--- src/rtl/spi_slv_pkg.sv ---
package spi_slv_pkg;
  // Status flags carried between the holding-register logic and the top.
  typedef struct packed {
    logic underrun;
    logic overrun;
    logic done;
    logic rx_full;
    logic tx_empty;
  } spi_slv_status_t;

  localparam int unsigned SYNC_DEPTH_DEF = 2;
endpackage

--- src/rtl/spi_slv_sync.sv ---
// Multi-stage synchronizer for a bundle of asynchronous inputs.
module spi_slv_sync #(
  parameter int unsigned W      = 3,
  parameter int unsigned STAGES = 2,
  parameter logic [W-1:0] RSTV  = '0
) (
  input  logic         clk,
  input  logic         rst,
  input  logic [W-1:0] d,
  output logic [W-1:0] q
);
  logic [W-1:0] stg [STAGES];

  for (genvar g = 0; g < STAGES; g++) begin : g_stage
    if (g == 0) begin : g_first
      always_ff @(posedge clk) begin
        if (rst) stg[g] <= RSTV;
        else     stg[g] <= d;
      end
    end else begin : g_next
      always_ff @(posedge clk) begin
        if (rst) stg[g] <= RSTV;
        else     stg[g] <= stg[g-1];
      end
    end
  end

  assign q = stg[STAGES-1];
endmodule

--- src/rtl/spi_slv_edge.sv ---
// Turns synchronized clock and select levels into per-mode strobes.
module spi_slv_edge (
  input  logic clk,
  input  logic rst,
  input  logic cpol,
  input  logic cpha,
  input  logic sclk_s,
  input  logic ss_n_s,
  output logic active,
  output logic start,
  output logic sample_stb,
  output logic shift_stb
);
  logic sclk_q;
  logic ss_q;
  logic rise, fall, lead, trail;

  always_ff @(posedge clk) begin
    if (rst) begin
      sclk_q <= 1'b0;
      ss_q   <= 1'b1;
    end else begin
      sclk_q <= sclk_s;
      ss_q   <= ss_n_s;
    end
  end

  always_comb begin
    rise       = sclk_s & ~sclk_q;
    fall       = ~sclk_s & sclk_q;
    lead       = cpol ? fall : rise;
    trail      = cpol ? rise : fall;
    active     = ~ss_n_s;
    start      = ss_q & ~ss_n_s;
    sample_stb = active & ~start & (cpha ? trail : lead);
    shift_stb  = active & ~start & (cpha ? lead : trail);
  end
endmodule

--- src/rtl/spi_slv_shifter.sv ---
// Shared shift register, bit counter and byte-boundary reload.
module spi_slv_shifter #(
  parameter int unsigned W = 8
) (
  input  logic         clk,
  input  logic         rst,
  input  logic         cpha,
  input  logic         active,
  input  logic         start,
  input  logic         sample_stb,
  input  logic         shift_stb,
  input  logic         mosi_s,
  input  logic         tx_avail,
  input  logic [W-1:0] tx_word,
  output logic         take,
  output logic         underrun_ev,
  output logic         done_ev,
  output logic [W-1:0] rx_word,
  output logic         miso
);
  localparam int unsigned CW = (W > 1) ? $clog2(W) : 1;
  localparam logic [CW-1:0] LAST = CW'(W - 1);

  logic [W-1:0]  sr;
  logic [CW-1:0] cnt;
  logic          smp;
  logic          fresh;   // suppresses the first shift edge after a load
  logic          load;
  logic [W-1:0]  load_val;

  always_comb begin
    done_ev     = active & sample_stb & (cnt == LAST);
    load        = start | done_ev;
    take        = load & tx_avail;
    underrun_ev = load & ~tx_avail;
    load_val    = tx_avail ? tx_word : '1;
    rx_word     = {sr[W-2:0], mosi_s};
    miso        = sr[W-1];
  end

  always_ff @(posedge clk) begin
    if (rst) begin
      sr    <= '1;
      cnt   <= '0;
      smp   <= 1'b0;
      fresh <= 1'b0;
    end else if (start) begin
      sr    <= load_val;
      cnt   <= '0;
      fresh <= cpha;
    end else if (!active) begin
      cnt   <= '0;
      fresh <= 1'b0;
    end else begin
      if (sample_stb) begin
        smp <= mosi_s;
        if (cnt == LAST) begin
          sr    <= load_val;
          cnt   <= '0;
          fresh <= 1'b1;
        end else begin
          cnt <= cnt + 1'b1;
        end
      end
      if (shift_stb) begin
        if (fresh) fresh <= 1'b0;
        else       sr    <= {sr[W-2:0], smp};
      end
    end
  end
endmodule

--- src/rtl/spi_slv_regs.sv ---
// Host-side holding registers and status flags.
module spi_slv_regs
  import spi_slv_pkg::*;
#(
  parameter int unsigned W = 8
) (
  input  logic            clk,
  input  logic            rst,
  input  logic            tx_wr,
  input  logic [W-1:0]    tx_data,
  input  logic            rx_rd,
  input  logic            status_rd,
  input  logic            take,
  input  logic            underrun_ev,
  input  logic            done_ev,
  input  logic [W-1:0]    rx_word,
  output logic            tx_avail,
  output logic [W-1:0]    tx_word,
  output logic [W-1:0]    rx_hold,
  output spi_slv_status_t status
);
  logic tx_full, rx_full, done_f, ovr_f, und_f;

  always_ff @(posedge clk) begin
    if (rst) begin
      tx_word <= '0;
      tx_full <= 1'b0;
    end else if (tx_wr) begin
      tx_word <= tx_data;
      tx_full <= 1'b1;
    end else if (take) begin
      tx_full <= 1'b0;
    end
  end

  always_ff @(posedge clk) begin
    if (rst) begin
      rx_hold <= '0;
      rx_full <= 1'b0;
    end else if (done_ev) begin
      rx_hold <= rx_word;
      rx_full <= 1'b1;
    end else if (rx_rd) begin
      rx_full <= 1'b0;
    end
  end

  always_ff @(posedge clk) begin
    if (rst) begin
      done_f <= 1'b0;
      ovr_f  <= 1'b0;
      und_f  <= 1'b0;
    end else begin
      done_f <= done_ev | (done_f & ~status_rd);
      ovr_f  <= (done_ev & rx_full & ~rx_rd) | (ovr_f & ~status_rd);
      und_f  <= underrun_ev | (und_f & ~status_rd);
    end
  end

  always_comb begin
    tx_avail        = tx_full;
    status.tx_empty = ~tx_full;
    status.rx_full  = rx_full;
    status.done     = done_f;
    status.overrun  = ovr_f;
    status.underrun = und_f;
  end
endmodule

--- src/rtl/spi_slave_xcvr.sv ---
module spi_slave_xcvr
  import spi_slv_pkg::*;
#(
  parameter int unsigned WORD_W      = 8,
  parameter int unsigned SYNC_STAGES = SYNC_DEPTH_DEF
) (
  input  logic              clk,
  input  logic              rst,
  input  logic              cfg_cpol,
  input  logic              cfg_cpha,
  input  logic              sclk_i,
  input  logic              ss_n_i,
  input  logic              mosi_i,
  output logic              miso_o,
  output logic              miso_oe_o,
  input  logic              tx_wr,
  input  logic [WORD_W-1:0] tx_data,
  input  logic              rx_rd,
  output logic [WORD_W-1:0] rx_data,
  input  logic              status_rd,
  output logic              st_tx_empty,
  output logic              st_rx_full,
  output logic              st_done,
  output logic              st_overrun,
  output logic              st_underrun
);
  logic [2:0] pins_s;
  logic sclk_s, ss_n_s, mosi_s;
  logic active, start, sample_stb, shift_stb;
  logic take, underrun_ev, done_ev, tx_avail, miso_bit;
  logic [WORD_W-1:0] tx_word, rx_word;
  spi_slv_status_t status;
  logic oe_r;

  spi_slv_sync #(.W(3), .STAGES(SYNC_STAGES), .RSTV(3'b010)) u_sync (
    .clk(clk), .rst(rst), .d({sclk_i, ss_n_i, mosi_i}), .q(pins_s)
  );
  assign {sclk_s, ss_n_s, mosi_s} = pins_s;

  spi_slv_edge u_edge (
    .clk(clk), .rst(rst), .cpol(cfg_cpol), .cpha(cfg_cpha),
    .sclk_s(sclk_s), .ss_n_s(ss_n_s), .active(active), .start(start),
    .sample_stb(sample_stb), .shift_stb(shift_stb)
  );

  spi_slv_shifter #(.W(WORD_W)) u_shift (
    .clk(clk), .rst(rst), .cpha(cfg_cpha), .active(active), .start(start),
    .sample_stb(sample_stb), .shift_stb(shift_stb), .mosi_s(mosi_s),
    .tx_avail(tx_avail), .tx_word(tx_word), .take(take),
    .underrun_ev(underrun_ev), .done_ev(done_ev), .rx_word(rx_word),
    .miso(miso_bit)
  );

  spi_slv_regs #(.W(WORD_W)) u_regs (
    .clk(clk), .rst(rst), .tx_wr(tx_wr), .tx_data(tx_data), .rx_rd(rx_rd),
    .status_rd(status_rd), .take(take), .underrun_ev(underrun_ev),
    .done_ev(done_ev), .rx_word(rx_word), .tx_avail(tx_avail),
    .tx_word(tx_word), .rx_hold(rx_data), .status(status)
  );

  always_ff @(posedge clk) begin
    if (rst) oe_r <= 1'b0;
    else     oe_r <= active;
  end

  assign miso_o      = miso_bit;
  assign miso_oe_o   = oe_r;
  assign st_tx_empty = status.tx_empty;
  assign st_rx_full  = status.rx_full;
  assign st_done     = status.done;
  assign st_overrun  = status.overrun;
  assign st_underrun = status.underrun;
endmodule

--- config.mk ---
export PLATFORM = sky130hd
export DESIGN_NAME = spi_slave_xcvr
export DESIGN_NICKNAME = d
export VERILOG_FILES = /design/src/rtl/spi_slv_pkg.sv /design/src/rtl/spi_slv_sync.sv /design/src/rtl/spi_slv_edge.sv /design/src/rtl/spi_slv_shifter.sv /design/src/rtl/spi_slv_regs.sv /design/src/rtl/spi_slave_xcvr.sv
export SDC_FILE = /design/constraint.sdc
export NUM_CORES = 1
export LEC_CHECK = 0
export BUFFER_PORTS_ARGS = -buffer_cell sky130_fd_sc_hd__buf_2
export CAP_MARGIN = 20
export CORE_ASPECT_RATIO = 0.5
export CORE_MARGIN = 8
export CORE_UTILIZATION = 50
export CTS_BUF_LIST = sky130_fd_sc_hd__clkbuf_2 sky130_fd_sc_hd__clkbuf_4 sky130_fd_sc_hd__clkbuf_8
export DETAILED_ROUTE_END_ITERATION = 8
export PLACE_DENSITY = 0.72
export SYNTH_ARGS = -nofsm -noshare
export SYNTH_HDL_FRONTEND = slang
export SYNTH_HIERARCHICAL = 1
export SYNTH_SLANG_ARGS = --single-unit
--- constraint.sdc ---
create_clock -name clk -period 2.9 [get_ports clk]
set_input_delay 0.145 -clock clk [delete_from_list [all_inputs] [get_ports clk]]
set_output_delay 0.145 -clock clk [all_outputs]
set_load 0.02 [all_outputs]
==> run metrics <==
status=complete, no violations; critical path required time=3040 ps; part of the power in the clock network=36.1%; crit path to=u_regs/tx_avail; Yosys cell types=35; ys async rst share=0%; Sw Pwr=0.257 mW; slowest cell delay on critical path=540 ps; CTS max path bufs=2; final critical-path required period=2080 ps; Leak=0.913 nW; skew final=3.70 ps; Die ar.=6270 µm²; post-placement cell count=271; io pins=33; critical path endpoint category=register; GPL Wtd Cong=0.764; crit path kind=register to register; CP Launch Type=register; Final Setup Violations=0; most frequent cells in the layout=dfxtp_1 (43), buf_2 (32), mux2i_1 (29); CTS root buf=clkbuf_8; Arr. time, crit path=2220 ps; # diodes=0; vias in the first global route=1,330; H-tree levels=2; sequential-to-total area share from yosys stat=44.2%; DR vias=1,419; Pint=0.887 mW; Die Span X=104 µm; final std cells w/o fill=279; count of final hold-check violations=0; drt via density=5.09; post-synthesis cell area=1950 µm²; setup TNS=0 ps; Post-DRT Antenna Nets=0; Setup Buffers After CTS=0; Slowest cell on crit path=or4b_1; cell breakdown of the critical path=or4b_1, mux2i_1, buf_4, and3_2, nor2_1, nor2b_1, nand2b_1, a21oi_1; nets@finish=245; drc violations=0; core region area=3820 µm²; Layout area overhead=12.0%; worst slew pin tran=808 ps; commonest non-fill, non-tap cell in the layout=dfxtp_1; pwr/cell area=524 nW/µm²; FILL cells=344; warnings from Yosys=6; max_cap viols=0; Pins Over Slew Limit=0; reg-to-reg startpoint=u_sync/stg[1][1]; Worst-Skew Late Latency=290 ps; cells after synthesis=198; die height=60.1 µm; Reg clk slew, reported paths=70 ps; gr usage total=12.9%; Sink Count=43; post_cts resized=0; Worst slew margin=46.1%; fin util=57.1%; share of layout cells above drive strength 1=22.2%; Switching Share=22.4%; worst-path maximum fanout=10; worst setup path startpoint=u_sync/stg[1][1]; Wirelength per Cell=13.7 µm; fin crit share=71.6%; DR iter-0 viols=80; number of synthesized flops with an enable pin=0; hold crit path type=input pin to register; initial antenna violation count=0; Placement Setup Slack=841 ps; Mapped Nets=219; largest net degree at the start of global routing=45; Max Freq=482 MHz; first-pass GRT wire length=6500 µm; Seq cells post-synth=43; Pre-Repair DR Iteration Count=4; WL final=3810 µm; Starting Density=50.9%; Port-buffer cells=32; FF-to-FF path depth=8; reg2reg end=u_regs/tx_avail; row cnt=16; DP Wirelength=2720 µm; worst vdd ir=0.199 mV; CTS Buf Count=5; gr ovfl total=0; Reg power frac=55.1%; flop2flop setup slack=820 ps; RSZ-0062 raised after global routing=no; syn_area_per_cell=9.84 µm²; CTS tree=built; slack of the critical path=823 ps; cts hold-fix bufs=0; part of the power in combinational logic=8.9%; Post-synth top flop=dfxtp_1
cells in the mapped netlist, types with 2 or more instances:
cell	instances	share of area, %
or4b_1	2	1.0
o211ai_1	8	3.1
or2_1	2	0.64
nor3b_1	9	3.5
nor2b_1	8	2.6
mux2i_1	29	15
ha_1	3	1.9
nor3_1	3	0.77
or2b_1	8	3.1
nor2_1	19	3.7
a21oi_1	22	5.7
nand2b_1	5	1.6
inv_1	6	1.2
buf_4	6	2.3
dfxtp_1	43	44
buf_2	5	1.3
buf_6	2	1.2
registers in the layout, indices dropped and copies added (netlist names):
name,cells
u_regs/tx_avail,1
u_regs/rx_full,1
u_regs/tx_word,8
u_shift/smp,1
u_shift/sr,8
u_edge/ss_q,1
u_regs/ovr_f,1
u_edge/sclk_q,1
u_regs/rx_hold,8
u_shift/cnt,3
u_shift/fresh,1
miso_oe_o,1
u_sync/stg,6
u_regs/done_f,1
u_regs/und_f,1
area by class of cell:
| class | count | area (µm²) | share of cell area, % |
|---|---|---|---|
| clock buffers | 8 | 104 | 4.76 |
| inverters | 7 | 26.3 | 1.20 |
| multi-input cells | 132 | 941 | 43.1 |
| flip-flops and latches | 43 | 861 | 39.4 |
| well taps | 54 | 67.6 | 3.10 |
| repair buffers | 35 | 183 | 8.37 |
worst min-delay path by stage:
| stage | startpoint | endpoint | slack (ps) | depth (start not counted) |
|---|---|---|---|---|
| 3_3_place_gp | ss_n_i | u_sync/stg[0][1] | 330 | 2 |
| 4_1_cts | ss_n_i | u_sync/stg[0][1] | 30 | 2 |
| 3_5_place_dp | ss_n_i | u_sync/stg[0][1] | 330 | 2 |
| 5_1_grt | ss_n_i | u_sync/stg[0][1] | 40 | 2 |
| 6_report | ss_n_i | u_sync/stg[0][1] | 40 | 2 |
| 2_1_floorplan | rst | miso_oe_o | 210 | 1 |
logic make-up after synthesis:
| kind of cell | synth area share [%] |
|---|---|
| simple gates | 21.1 |
| flops | 44.2 |
| compound gates | 9.89 |
| mux | 14.9 |
| buf+inv | 7.51 |
| fa+ha+maj | 1.93 |
| xor+xnor | 0.450 |
worst max-delay path: cells and delay by family (launching register included):
kind,cells,cell delay (ps)
simple gates,5,1210
compound gates,1,60
mux,1,150
buf+inv,1,170
flops,1,330
power by group through the flow:
stage                     Combinational [mW]  Sequential (mW)  Clock (mW)
after floorplan                       0.0737            0.638           0
after global placement                0.0985            0.643           0
after detailed placement               0.101            0.643           0
after CTS                              0.101            0.629       0.426
after global routing                   0.113            0.633       0.460
final                                  0.102            0.630       0.412
per-layer routing:
metal,up-vias,wire length [µm],global-route usage [%]
met4,0,43,5.50
met1,644,2070,18.0
met2,45,1400,17.0
met5,-,0,0
met3,5,298,4.84
li1,725,-,-
per-stage QoR:
| stage | cell area, µm² | total power, mW | hold WS [ps] |
|---|---|---|---|
| 3_5_place_dp | 2080 | 0.744 | 334 |
| 5_1_grt | 2180 | 1.21 | 37.5 |
| 6_report | 2180 | 1.14 | 39.2 |
| 4_1_cts | 2180 | 1.16 | 34.2 |
| 3_3_place_gp | 2080 | 0.741 | 331 |
| 2_1_floorplan | 1950 | 0.712 | 209 |
(Power assumes the default switching activity.)
